$ cat config.mk
export PLATFORM = sky130hd
export DESIGN_NAME = strap_cfg_ctl
export DESIGN_NICKNAME = d
export VERILOG_FILES = /design/src/rtl/strap_cfg_pkg.sv /design/src/rtl/strap_cfg_capture.sv /design/src/rtl/strap_cfg_match.sv /design/src/rtl/strap_cfg_softrst.sv /design/src/rtl/strap_cfg_ctl.sv
export SDC_FILE = /design/constraint.sdc
export NUM_CORES = 1
export LEC_CHECK = 0
export ABC_CLOCK_PERIOD_IN_PS = 1900
export BUFFER_PORTS_ARGS = -buffer_cell sky130_fd_sc_hd__buf_2
export CAP_MARGIN = 0
export CORE_AREA = 4 4 46 48
export DETAILED_ROUTE_END_ITERATION = 7
export DIE_AREA = 0 0 50 52
export GPL_TIMING_DRIVEN = 0
export MAX_ROUTING_LAYER = met4
export PLACE_DENSITY = 0.77
export SYNTH_ARGS = -nofsm -noshare
export SYNTH_HDL_FRONTEND = slang
export SYNTH_SLANG_ARGS = --single-unit
$ cat constraint.sdc
create_clock -name clk -period 1.9 [get_ports clk]
set_clock_uncertainty 0.1 [all_clocks]
set_input_delay 0.19 -clock clk [delete_from_list [all_inputs] [get_ports clk]]
set_output_delay 0.19 -clock clk [all_outputs]
set_load 0.03 [all_outputs]
$ cat src/rtl/strap_cfg_pkg.sv
package strap_cfg_pkg;
    // Phase of the soft-reset sequencer
    typedef enum logic {
        SR_IDLE = 1'b0,
        SR_BUSY = 1'b1
    } srst_phase_e;

    // Value used to fill seed bits above the address field
    localparam logic SEED_FILL_BIT = 1'b1;
endpackage

$ cat src/rtl/strap_cfg_capture.sv
module strap_cfg_capture #(
    parameter int ADDR_W = 5,
    parameter int MODE_W = 3
) (
    input  logic              clk,
    input  logic              rst_n,
    input  logic [ADDR_W-1:0] strap_addr,
    input  logic [MODE_W-1:0] strap_mode,
    input  logic              cfg_wr_en,
    input  logic [MODE_W-1:0] cfg_wr_data,
    output logic              done,
    output logic [ADDR_W-1:0] addr,
    output logic [MODE_W-1:0] cfg
);
    typedef struct packed {
        logic              done;
        logic [ADDR_W-1:0] addr;
        logic [MODE_W-1:0] cfg;
    } cap_state_t;

    cap_state_t st_d, st_q;

    always_comb begin
        st_d = st_q;
        if (!st_q.done) begin
            // first edge after reset release: pins win over everything
            st_d.done = 1'b1;
            st_d.addr = strap_addr;
            st_d.cfg  = strap_mode;
        end else if (cfg_wr_en) begin
            st_d.cfg  = cfg_wr_data;
        end
    end

    always_ff @(posedge clk or negedge rst_n) begin
        if (!rst_n) begin
            st_q <= '0;
        end else begin
            st_q <= st_d;
        end
    end

    assign done = st_q.done;
    assign addr = st_q.addr;
    assign cfg  = st_q.cfg;
endmodule

$ cat src/rtl/strap_cfg_match.sv
module strap_cfg_match #(
    parameter int ADDR_W = 5
) (
    input  logic              clk,
    input  logic              rst_n,
    input  logic              done,
    input  logic [ADDR_W-1:0] own_addr,
    input  logic              frame_vld,
    input  logic [ADDR_W-1:0] frame_addr,
    output logic              hit
);
    typedef struct packed {
        logic hit;
    } match_state_t;

    match_state_t st_d, st_q;

    always_comb begin
        st_d     = st_q;
        st_d.hit = done && frame_vld && (frame_addr == own_addr);
    end

    always_ff @(posedge clk or negedge rst_n) begin
        if (!rst_n) begin
            st_q <= '0;
        end else begin
            st_q <= st_d;
        end
    end

    assign hit = st_q.hit;
endmodule

$ cat src/rtl/strap_cfg_softrst.sv
module strap_cfg_softrst
    import strap_cfg_pkg::*;
#(
    parameter int REINIT_CYCLES = 8
) (
    input  logic clk,
    input  logic rst_n,
    input  logic done,
    input  logic req,
    output logic busy
);
    localparam int CNT_W = (REINIT_CYCLES > 2) ? $clog2(REINIT_CYCLES) : 1;
    localparam logic [CNT_W-1:0] LAST = CNT_W'(REINIT_CYCLES - 1);

    typedef struct packed {
        srst_phase_e      phase;
        logic [CNT_W-1:0] cnt;
    } sr_state_t;

    sr_state_t st_d, st_q;

    always_comb begin
        st_d = st_q;
        case (st_q.phase)
            SR_IDLE: begin
                // a request on the capture edge is dropped
                if (done && req) begin
                    st_d.phase = SR_BUSY;
                    st_d.cnt   = '0;
                end
            end
            SR_BUSY: begin
                if (st_q.cnt == LAST) begin
                    st_d.phase = SR_IDLE;
                    st_d.cnt   = '0;
                end else begin
                    st_d.cnt = st_q.cnt + 1'b1;
                end
            end
            default: st_d = '0;
        endcase
    end

    always_ff @(posedge clk or negedge rst_n) begin
        if (!rst_n) begin
            st_q <= '0;
        end else begin
            st_q <= st_d;
        end
    end

    assign busy = (st_q.phase == SR_BUSY);
endmodule

$ cat src/rtl/strap_cfg_ctl.sv
module strap_cfg_ctl
    import strap_cfg_pkg::*;
#(
    parameter int ADDR_W        = 5,
    parameter int MODE_W        = 3,
    parameter int SEED_W        = 11,
    parameter int REINIT_CYCLES = 8
) (
    input  logic              clk,
    input  logic              rst_n,
    input  logic [ADDR_W-1:0] strap_addr,
    input  logic [MODE_W-1:0] strap_mode,
    input  logic              cfg_wr_en,
    input  logic [MODE_W-1:0] cfg_wr_data,
    input  logic              srst_req,
    input  logic              frame_vld,
    input  logic [ADDR_W-1:0] frame_addr,
    output logic              strap_done,
    output logic [ADDR_W-1:0] phy_addr,
    output logic [SEED_W-1:0] scram_seed,
    output logic [MODE_W-1:0] cfg_bits,
    output logic              soft_rst,
    output logic              addr_match
);
    localparam int FILL_W = SEED_W - ADDR_W;

    strap_cfg_capture #(.ADDR_W(ADDR_W), .MODE_W(MODE_W)) u_capture (
        .clk         (clk),
        .rst_n       (rst_n),
        .strap_addr  (strap_addr),
        .strap_mode  (strap_mode),
        .cfg_wr_en   (cfg_wr_en),
        .cfg_wr_data (cfg_wr_data),
        .done        (strap_done),
        .addr        (phy_addr),
        .cfg         (cfg_bits)
    );

    strap_cfg_match #(.ADDR_W(ADDR_W)) u_match (
        .clk        (clk),
        .rst_n      (rst_n),
        .done       (strap_done),
        .own_addr   (phy_addr),
        .frame_vld  (frame_vld),
        .frame_addr (frame_addr),
        .hit        (addr_match)
    );

    strap_cfg_softrst #(.REINIT_CYCLES(REINIT_CYCLES)) u_softrst (
        .clk   (clk),
        .rst_n (rst_n),
        .done  (strap_done),
        .req   (srst_req),
        .busy  (soft_rst)
    );

    // Seed: address in the low bits, filler above keeps it non-zero
    generate
        if (FILL_W > 0) begin : g_seed_fill
            assign scram_seed = {{FILL_W{SEED_FILL_BIT}}, phy_addr};
        end else begin : g_seed_trunc
            assign scram_seed = phy_addr[SEED_W-1:0];
        end
    endgenerate
endmodule

# After elaboration in Yosys (flattened, before gate mapping)
# Cells that the tools add are included.
# word_totals
ff_bits,14
in_bits,21
output_inout_bits,22
word_cells,21
# classes
addsub,1
n_eq_ne,4
n_mux,6
bitwise,1
reduce_logical,3
# op_table
operator,n
3-bit two-way mux,3
4-bit case mux with 2 select lines,1
5-bit == test,1
4-bit two-way mux,1
3-bit by 1-bit adder with 3-bit output (second input constant),1
3-bit == test (second input constant),1
1-bit logical AND,3
2-bit by 1-bit inequality test with 1-bit output (second input constant),1
2-bit inequality test (second input constant),1
1-bit two-way mux,1
1-bit NOT,1

# Depth between registers and ports, before layout
# Gate-level depths: netlist (run 1).
# depth
ltp_word,3
mapped_depth,5
depth_no_buf,5

# Modules after synthesis
# A second synthesis (run 1) with hierarchy kept.
# unflattened
cells_unflattened,62
area_unflattened_um2,745.7
# by_module_without_submodules
mod,instances,cells_per_inst,area_per_inst_um2,seq_area_each_um2
strap_cfg_capture,1,25,367.9,225.2
strap_cfg_softrst,1,16,207.7,100.1
strap_cfg_ctl,1,12,86.3,0.0
strap_cfg_match,1,9,83.8,25.0

# Least setup slack after synthesis (run 1)
# OpenSTA, ideal clock, no wires.
# synth_timing
path_kind,register to register
start,reg u_capture.st_q (netlist bit u_capture.done)
end,reg u_capture.st_q (netlist bit u_capture.addr[1])
setup_time_ns,0.125
t_arrival_ns,1.037
required_time_ns,1.675
path_slack_ns,0.638
path_stages_with_launch,3
n_path_buf,1
period_less_slack_ns,1.262
cell_sequence,dfrtp_1 > buf_6 > mux2_4
# synth_rtl
item,line,source
from (decl),strap_cfg_capture.sv:21,"cap_state_t st_d, st_q;"
from (signal assigned),strap_cfg_capture.sv:39,st_q <= st_d;
# No word-level cell between the ends.

# Worst setup path after layout (run 1)
# layout_timing
start,reg u_capture.st_q (netlist bit u_capture.addr[0])
end,out scram_seed[0]
# layout_rtl
item,line,source
to (decl),strap_cfg_ctl.sv:20,"output logic [SEED_W-1:0] scram_seed,"
# No word-level cell between the ends.

==> summary by stage, run 1 <==
Outcome
The flow ran to the end, and the final reports show no timing, DRC or antenna violations.

Setup path
By startpoint and endpoint, the worst setup path is classified as register to output pin. The worst register-to-register path begins at u_softrst.st_q[0]. Measured in cells, the most critical reg-to-reg path has a length of 4. The capture instance of the worst register-to-register path is u_softrst.st_q[2].

STA classifies the critical path startpoint as a register. STA classifies the critical path endpoint as an output pin. On the worst path, the slowest cell contributes a delay of 0.43 ns. The register-to-register setup slack is 0.68 ns. Of all nets on the critical path, the largest fanout is 4. The arrival time reported for the critical path endpoint is ~1 ns. The worst path required time is ~1.6 ns.

The critical path goes through buf_4, buf_2. The highest-delay cell along the critical path is dfrtp_1.

GRT
The maximum number of pins on one net before global-route repair is 15. The via count of the first global-routing pass is 542. The total congestion overflow is 0. The first-pass GRT wire length is roughly 2.4 mm.

The overall track demand over capacity in global routing is 12.7%. The initial antenna violation count is 0.

Pwr
After layout, the design draws a total of 0.918 mW. The analysis attributes to net switching a power of 0.337 mW. The internal power consumption is 0.580 mW. Of the total power, the share spent switching nets is 36.8%. The power density over cell area is 939 mW/mm^2. Registers are responsible for 45.4% of the overall power. In this run, the combinational gates consume 36.9% of the power. The maximum resistive drop on vdd is between 0.6 and 0.7 mV. In this run, the clock network consumes 17.7% of the power. In this run the static leakage power is 0.524 nW.

Cells and area
After routing the design area is a little under 0.001 sq mm. For this run, the post-layout net count is 134. The area added between synthesis and finish is 37.5%. The total inserted antenna cells is 0. In the final layout, the share of cells above drive strength 1 is 51.4%.

Clock network
The number of hold buffers added after cts is 1. The tree is rooted in a clkbuf_4. Counting along the longest clock path gives a buffer depth of 2. The number of sinks driven by the clock tree is 14. The TritonCTS clock tree is done. In this run the number of H-tree levels came out at 1. The clock reaches the later pin of the worst-skew pair after about 0.28 ns. The total clock buffers created by CTS is 3. Post-CTS timing repair inserted 0 buffers for setup.

Clock-pin slew was measured on the worst setup and hold paths at approximately 0.090 ns. After clock tree synthesis, the repair step resized 0 gates.

Synthesis
The number of synthesized flops with an enable pin is 0. The most frequent cell after synthesis is dfrtp_1. The leading area contributor after synthesis is dfrtp_1.

The fraction of synthesized cell area taken by the top area cell type is 49.3%. Ranked by total cell area, the synthesized netlist is headed by dfrtp_1 (49%), buf_4 (12%), mux2_4 (6.3%). Synthesis instantiated 15 different standard cells from the library. The post-synthesis instance total is 63. The dominant register cell in the synthesized netlist is dfrtp_1. The synthesized design contains 14 register bits. In the synthesized netlist the async set-or-reset flop fraction comes to 100%. Sorting the synthesized cells by how often they occur yields dfrtp_1 (14), buf_4 (11), nand2_1 (7), nor2_1 (5), xnor2_1 (5). The total standard cell area after synthesis is 711 sq um. The sequential cell area fraction in the yosys report is 49.3%. During synthesis, Yosys emitted a total of 0 warnings.

Dividing the synthesized area by the synthesized cell count gives 11.3 sq um.

STA
Setup violations remaining at the end of the flow were counted as 0. After layout, the worst path uses a little under 70% of the clock period. The final hold violation count came to 0. The maximum achievable frequency is 0.765 GHz.

The worst setup margin is roughly 0.6 ns. After routing, the total negative slack on setup checks comes to 0 ns. The minimum clock period is between 1 and 1.5 ns. The max-slew violation count is 0. Setup repair after global routing left no endpoint under its margin.

Min path
The worst hold path was traced through 2 stages. For hold timing, the worst endpoint is u_capture.addr[3]. The min-delay analysis places its worst path in the category primary input to register. The worst hold path begins at strap_addr[3].

Place
The HPWL reported at the end of detailed placement is approximately 1.2 mm. The count of buffers added on input and output ports is 36. Routability-driven placement finished with a final weighted congestion of just under 0.8. The worst setup slack after placement is ~0.69 ns.

The cell area after placement is 945 sq um.

Floorplan
The width of the die is roughly 50 um. The starting utilization of the core area is 41.6%. The cell row count is 15. The core region is 0.00171 sq mm.

The floorplan step set the die height to 52 um. The overall die area is about 0.0026 sq mm. The count of pins on the block boundary is 43.

Route
The remaining design rule violation count is 0. The remaining antenna violation count after routing is 0. The routed layout has 564 vias. The detailed-route wire length is between 1 and 1.5 mm. The routed length per instance is 11.1 um. Dividing the detail-routed via count by the number of cells gives roughly 4.2. For this block, the initial DRC count from the detailed router was 2. The number of iterations in the first detailed-routing pass is 3.

Job
The tool flagged a number of max-cap violations equal to 0.
==> cell type report <==
class                   instances  area, sq um
multi-input cells              43          289
flip-flops and latches         14          350
well taps                      25         31.3
repair buffers                 37          190
clock buffers                   3         22.5
plain buffers                  12         93.8
fillers                       158          731
==> per-stage QoR <==
| stage | cells | utilization [%] | hold WS (ns) |
|---|---|---|---|
| floorplan | 69 | - | -0.206 |
| global placement | 130 | 55.3 | -0.00524 |
| detailed placement | 130 | 55.3 | -0.00276 |
| CTS | 134 | 57.2 | 0.0387 |
| global route | 134 | 57.2 | 0.0399 |
| finish | 134 | 57.2 | 0.0390 |
==> sequential cells by signal, summed over array words and instances, names as in the netlist <==
signal and flops:
u_capture.addr 5, u_capture.cfg 3, u_softrst.st_q 3, u_capture.done 1
u_match.hit 1, u_softrst.busy 1
==> layout by cell type (no fill, tap or decap), drive strengths merged <==
master / instances
nor2: 5
dlygate4sd3: 1
nand4: 1
o21ai: 3
clkbuf: 3
buf: 48
mux2i: 4
mux2: 5
xnor2: 5
nand3: 1
a21oi: 3
ha: 2
conb: 7
dfrtp: 14
nand2: 7
==> worst max path at each step <==
stage                           start                 to  slack (ns)  depth (start not counted)
floorplan              u_capture.done  u_capture.addr[1]        0.64                          2
global placement    u_softrst.st_q[0]  u_softrst.st_q[2]        0.70                          4
detailed placement  u_softrst.st_q[0]  u_softrst.st_q[2]        0.69                          4
CTS                 u_capture.addr[0]      scram_seed[0]        0.59                          2
global route        u_capture.addr[0]      scram_seed[0]        0.55                          2
finish              u_capture.addr[0]      scram_seed[0]        0.59                          2
==> critical path, delay by kind of cell (launching register included) <==
kind	cells	cell delay, ns
DFF	1	0.43
buffers and inverters	2	0.30
==> metal layers <==
layer,track usage (%),wire [um],vias to the layer above
met1,12.9,583,252
met3,3.72,128,2
li1,-,-,284
met4,6.91,19,0
met5,-,0,-
met2,22.0,753,26
==> power by group through the flow <==
stage               Sequential (mW)  Combinational, mW  Clock [mW]
floorplan                     0.470              0.194           0
global placement              0.420              0.329           0
detailed placement            0.424              0.340           0
CTS                           0.418              0.343       0.166
global route                  0.426              0.369       0.183
finish                        0.417              0.338       0.162
==> cell families (layout without fill, tap and decap cells) <==
family	after synthesis	in the layout	synth area share (%)
AOI/OAI and AO/OA	6	6	4.22
xor gates and xnor gates	5	5	6.16
adders and majority gates	2	2	3.52
buffers and inverters	12	52	13.2
DFF	14	14	49.3
muxes	9	9	15.1
other	1	7	0.528
and+or+nand+nor	14	14	7.92
(Power assumes the default switching activity.)
==> run 2: changes to the inputs <==
Settings changed: ABC_AREA from default to 1, ABC_CLOCK_PERIOD_IN_PS 1900 to 1300, CORE_AREA 4 4 46 48 to 4 4 48 50, DIE_AREA 0 0 50 52 to 0 0 52 54, PLACE_DENSITY 0.77 to 0.73.
Clock period 1.9 ns to 1.3 ns, I/O delays scaled along.
==> run 2 against run 1 <==
Effect of this change: via count rose by 35%; critical path type unchanged; synthesized cell count rose by 51%; routed wire length is 22% higher; register-to-register slack worse by 0.59 ns; highest routed layer unchanged; largest power group unchanged; global-route usage up 2.1 points; power increased by 57%; critical path depth unchanged; worst setup slack worse by 0.53 ns.
==> summary by stage, run 2 <==
Outcome
The run finished with clean final reports.

Setup path
The capture instance of the worst register-to-register path is u_softrst.st_q[2]. The worst path required time is roughly 1.1 ns. The arrival time reported for the critical path endpoint is around 1.0 ns. The number of buffers and inverters on the critical path is 2.

The cell family contributing the most delay on the critical path is flip-flops. The most critical setup path has its endpoint at scram_seed[2]. The setup path with the least slack is of type register to output pin. The startpoint identified for the worst register-to-register timing path is u_softrst.st_q[0]. The highest-delay cell along the critical path is dfrtp_1. Walking the worst path, the cells encountered are buf_4, buf_2. The worst register-to-register path has a depth of 4. Across all register-to-register paths, the minimum setup slack is 0.09 ns.

The maximum net fanout on the critical path is 5. STA classifies the critical path endpoint as an output pin. The critical path runs through a total of 2 cells. The worst setup path startpoint is u_capture.addr[2]. The maximum single-stage delay on the critical path is ~0.42 ns.

The worst setup path is launched from a register.

STA
The max-slew violation count is 0. The routed design could run at a clock period as short as 1.24 ns. The count of endpoints failing setup in the final report is 0. The post-route worst hold slack is 0.0240 ns. Setup repair after global routing left no endpoint under its margin. Of the available clock period, the critical path in the final layout requires 95.1%. The setup total negative slack is 0 ns. Timing would allow up to 0.809 GHz.

The final hold violation count is 0.

Route
The first detailed-routing pass took 4 iterations. In the final routed layout, each cell accounts on average for around 10 um. The number of vias per cell after detailed routing is 4.24.

The overall via count from detail_route is approximately 760. In the routed design, unresolved DRC markers number 0. The number of DRC violations after detailed-routing iteration 0 is 8. The final layout contains routed wiring with a total length of 1.81 mm. The count of nets left with antenna violations once routing finished came out at 0.

Synthesis
The total of flip-flops plus latches after synthesis is 14. For this run, the leading register cell type out of synthesis is dfrtp_1. In this run the mean area of a mapped cell was 7.88 sq um. Among all cell types in the netlist, the one instantiated most often is nand2_1. The total standard cell area after synthesis is between 700 and 800 sq um. The synthesized design spends more area on one cell type than any other, namely dfrtp_1.

Yosys mapped the design onto 13 distinct sky130hd cell types. The number of synthesized flops with an enable pin is 0. The commonest cells after synthesis are nand2_1 (33), dfrtp_1 (14), buf_4 (12), inv_1 (12), nand3_1 (8). Yosys attributes the largest share of cell area to dfrtp_1 (47%), nand2_1 (17%), buf_4 (12%). Sequential cells were found to cover between 40% and 50% of the synthesized design area.

The post-synthesis instance total is 95. The count of yosys warnings during synthesis is 0. The proportion of register bits with asynchronous set or reset after synthesis is 100%. The fraction of synthesized cell area taken by the top area cell type is 46.8%.

Floorplan
The floorplan step set the die width to 52 um. In this run the core area contains 16 standard-cell rows. The region available for standard cell placement spans 0.00190 sq mm. The floorplan step defined a die boundary enclosing between 0.002 and 0.003 sq mm. For this configuration, the core starts out at a cell density of about two fifths. The die is 54 um tall.

For this design the top-level I/O count stands at 43.

Clock network
The clock-pin slew reported for the worst setup and hold paths after clock tree synthesis is around 0.090 ns. The CTS H-tree depth is 1. The number of sinks driven by the clock tree is 14. The master cell of the clock root buffer is clkbuf_4. TritonCTS built the clock tree. The insertion delay to the later sink of the worst-skew pair is 0.28 ns. The longest clock path from root to sink contains 2 buffers. TritonCTS created 3 clock buffers.

Cells and area
The number of antenna diodes in the final layout is 0. For this run, the number of standard cells in the final layout without fillers is approximately 180. Leaving out fill and tap cells, the most frequent cells in the layout are buf_2 (36), nand2_1 (33), dfrtp_1 (13), inv_1 (12), buf_4 (12). The most frequent standard cell in the layout excluding fill and tap cells is buf_2. Compared with the post-synthesis result, the final layout area differs by 51.3%. The register with the most flip-flops in the layout has 5 of them. Cells fill approximately three fifths of the core in the end. The fraction of final layout cells sized beyond drive strength 1 is 36.2%. The net total in the final layout is 176.

GRT
The initial antenna violation count was 0. The via count of the first global-routing pass is 728. The maximum number of pins on one net before global-route repair is 15.

The total congestion overflow is 0. The overall track demand over capacity in global routing is 14.8%. The first global-routing pass estimated around 2.9 mm of wire.

Pwr
The maximum resistive drop on vdd is between 0.7 and 0.8 mV. Cell internal power was estimated by the tool at 0.912 mW. The switching fraction of total power is between 30% and 40%. The clock network accounts for 21.8% of the total power.

The total power after layout is 1.44 mW. In this run the static leakage power is about 0.66 nW. For this design the total switching power over the nets is 0.530 mW. The part of the total power dissipated in sequential elements is between 40% and 50%. The proportion of power drawn by combinational gates is around 37%. The power density over cell area is between 1000 and 1500 mW/mm^2.

Place
Counting tap cells, the placed design contains a total of roughly 160 instances. The number of buffers inserted by port buffering is 36. Once detailed placement completed, the half-perimeter wirelength came to 1.35 mm. The global placer's final weighted congestion is 0.694.

Min path
The class of the worst hold path is primary input to register.

Job
Max-cap violations in this run came to 0.
[run 2: worst min path at each step]
stage,startpoint,to,cells after the start
floorplan,rst_n,u_capture.addr[0],0
global placement,rst_n,u_match.hit,1
detailed placement,rst_n,u_capture.addr[3],1
CTS,cfg_wr_data[2],u_capture.cfg[2],3
global route,cfg_wr_en,u_capture.cfg[0],3
finish,cfg_wr_data[2],u_capture.cfg[2],3
[run 2: kinds of logic after synthesis]
logic type	count (synthesis)	synth area share (%)
other	1	0.501
AO/OA/AOI/OAI	8	6.86
buffers and inverters	24	18.1
AND/OR/NAND/NOR	46	24.4
flip-flops	14	46.8
adder cells (fa/ha/maj)	2	3.34
[run 2: worst min-delay path, delay by kind of cell]
kind | cells | cell delay, ns
simple gates | 2 | 0.17
buf+inv | 1 | 0.07
[run 2: final cells by class]
cell class	count	area, sq um
inverter	12	45.0
tap	27	33.8
sequential	14	352
buffer	12	90.1
fill	188	769
timing repair buffer	47	290
multi-input combinational	63	285
clock buffer	4	36.3
[run 2: what timing repair did]
item	4_1_cts	5_1_grt
setup endpoints to repair	1	0
resized for setup	1	0
hold endpoints to repair	22	0
hold buffers	11	0
setup buffers	0	0
[run 2: routing by layer]
metal,part of all wire [%],global-route usage (%),vias to the layer above
li1,-,-,387
met4,3.9,11.4,0
met5,0,-,-
met3,7.9,2.49,8
met1,40,15.1,335
met2,48,25.3,29
[run 2: power by group through the flow]
stage	Sequential [mW]	Clock, mW	Combinational [mW]
2_1_floorplan	0.672	0	0.289
3_5_place_dp	0.604	0	0.509
6_report	0.601	0.315	0.526
3_3_place_gp	0.602	0	0.487
4_1_cts	0.599	0.323	0.533
5_1_grt	0.619	0.342	0.598
[run 2: per-stage QoR]
stage	area (sq um)	setup WS [ns]
after floorplan	771	0.0728
after global placement	985	0.118
after detailed placement	985	0.0992
after CTS	1130	0.0530
after global routing	1130	0.00651
final	1130	0.0634
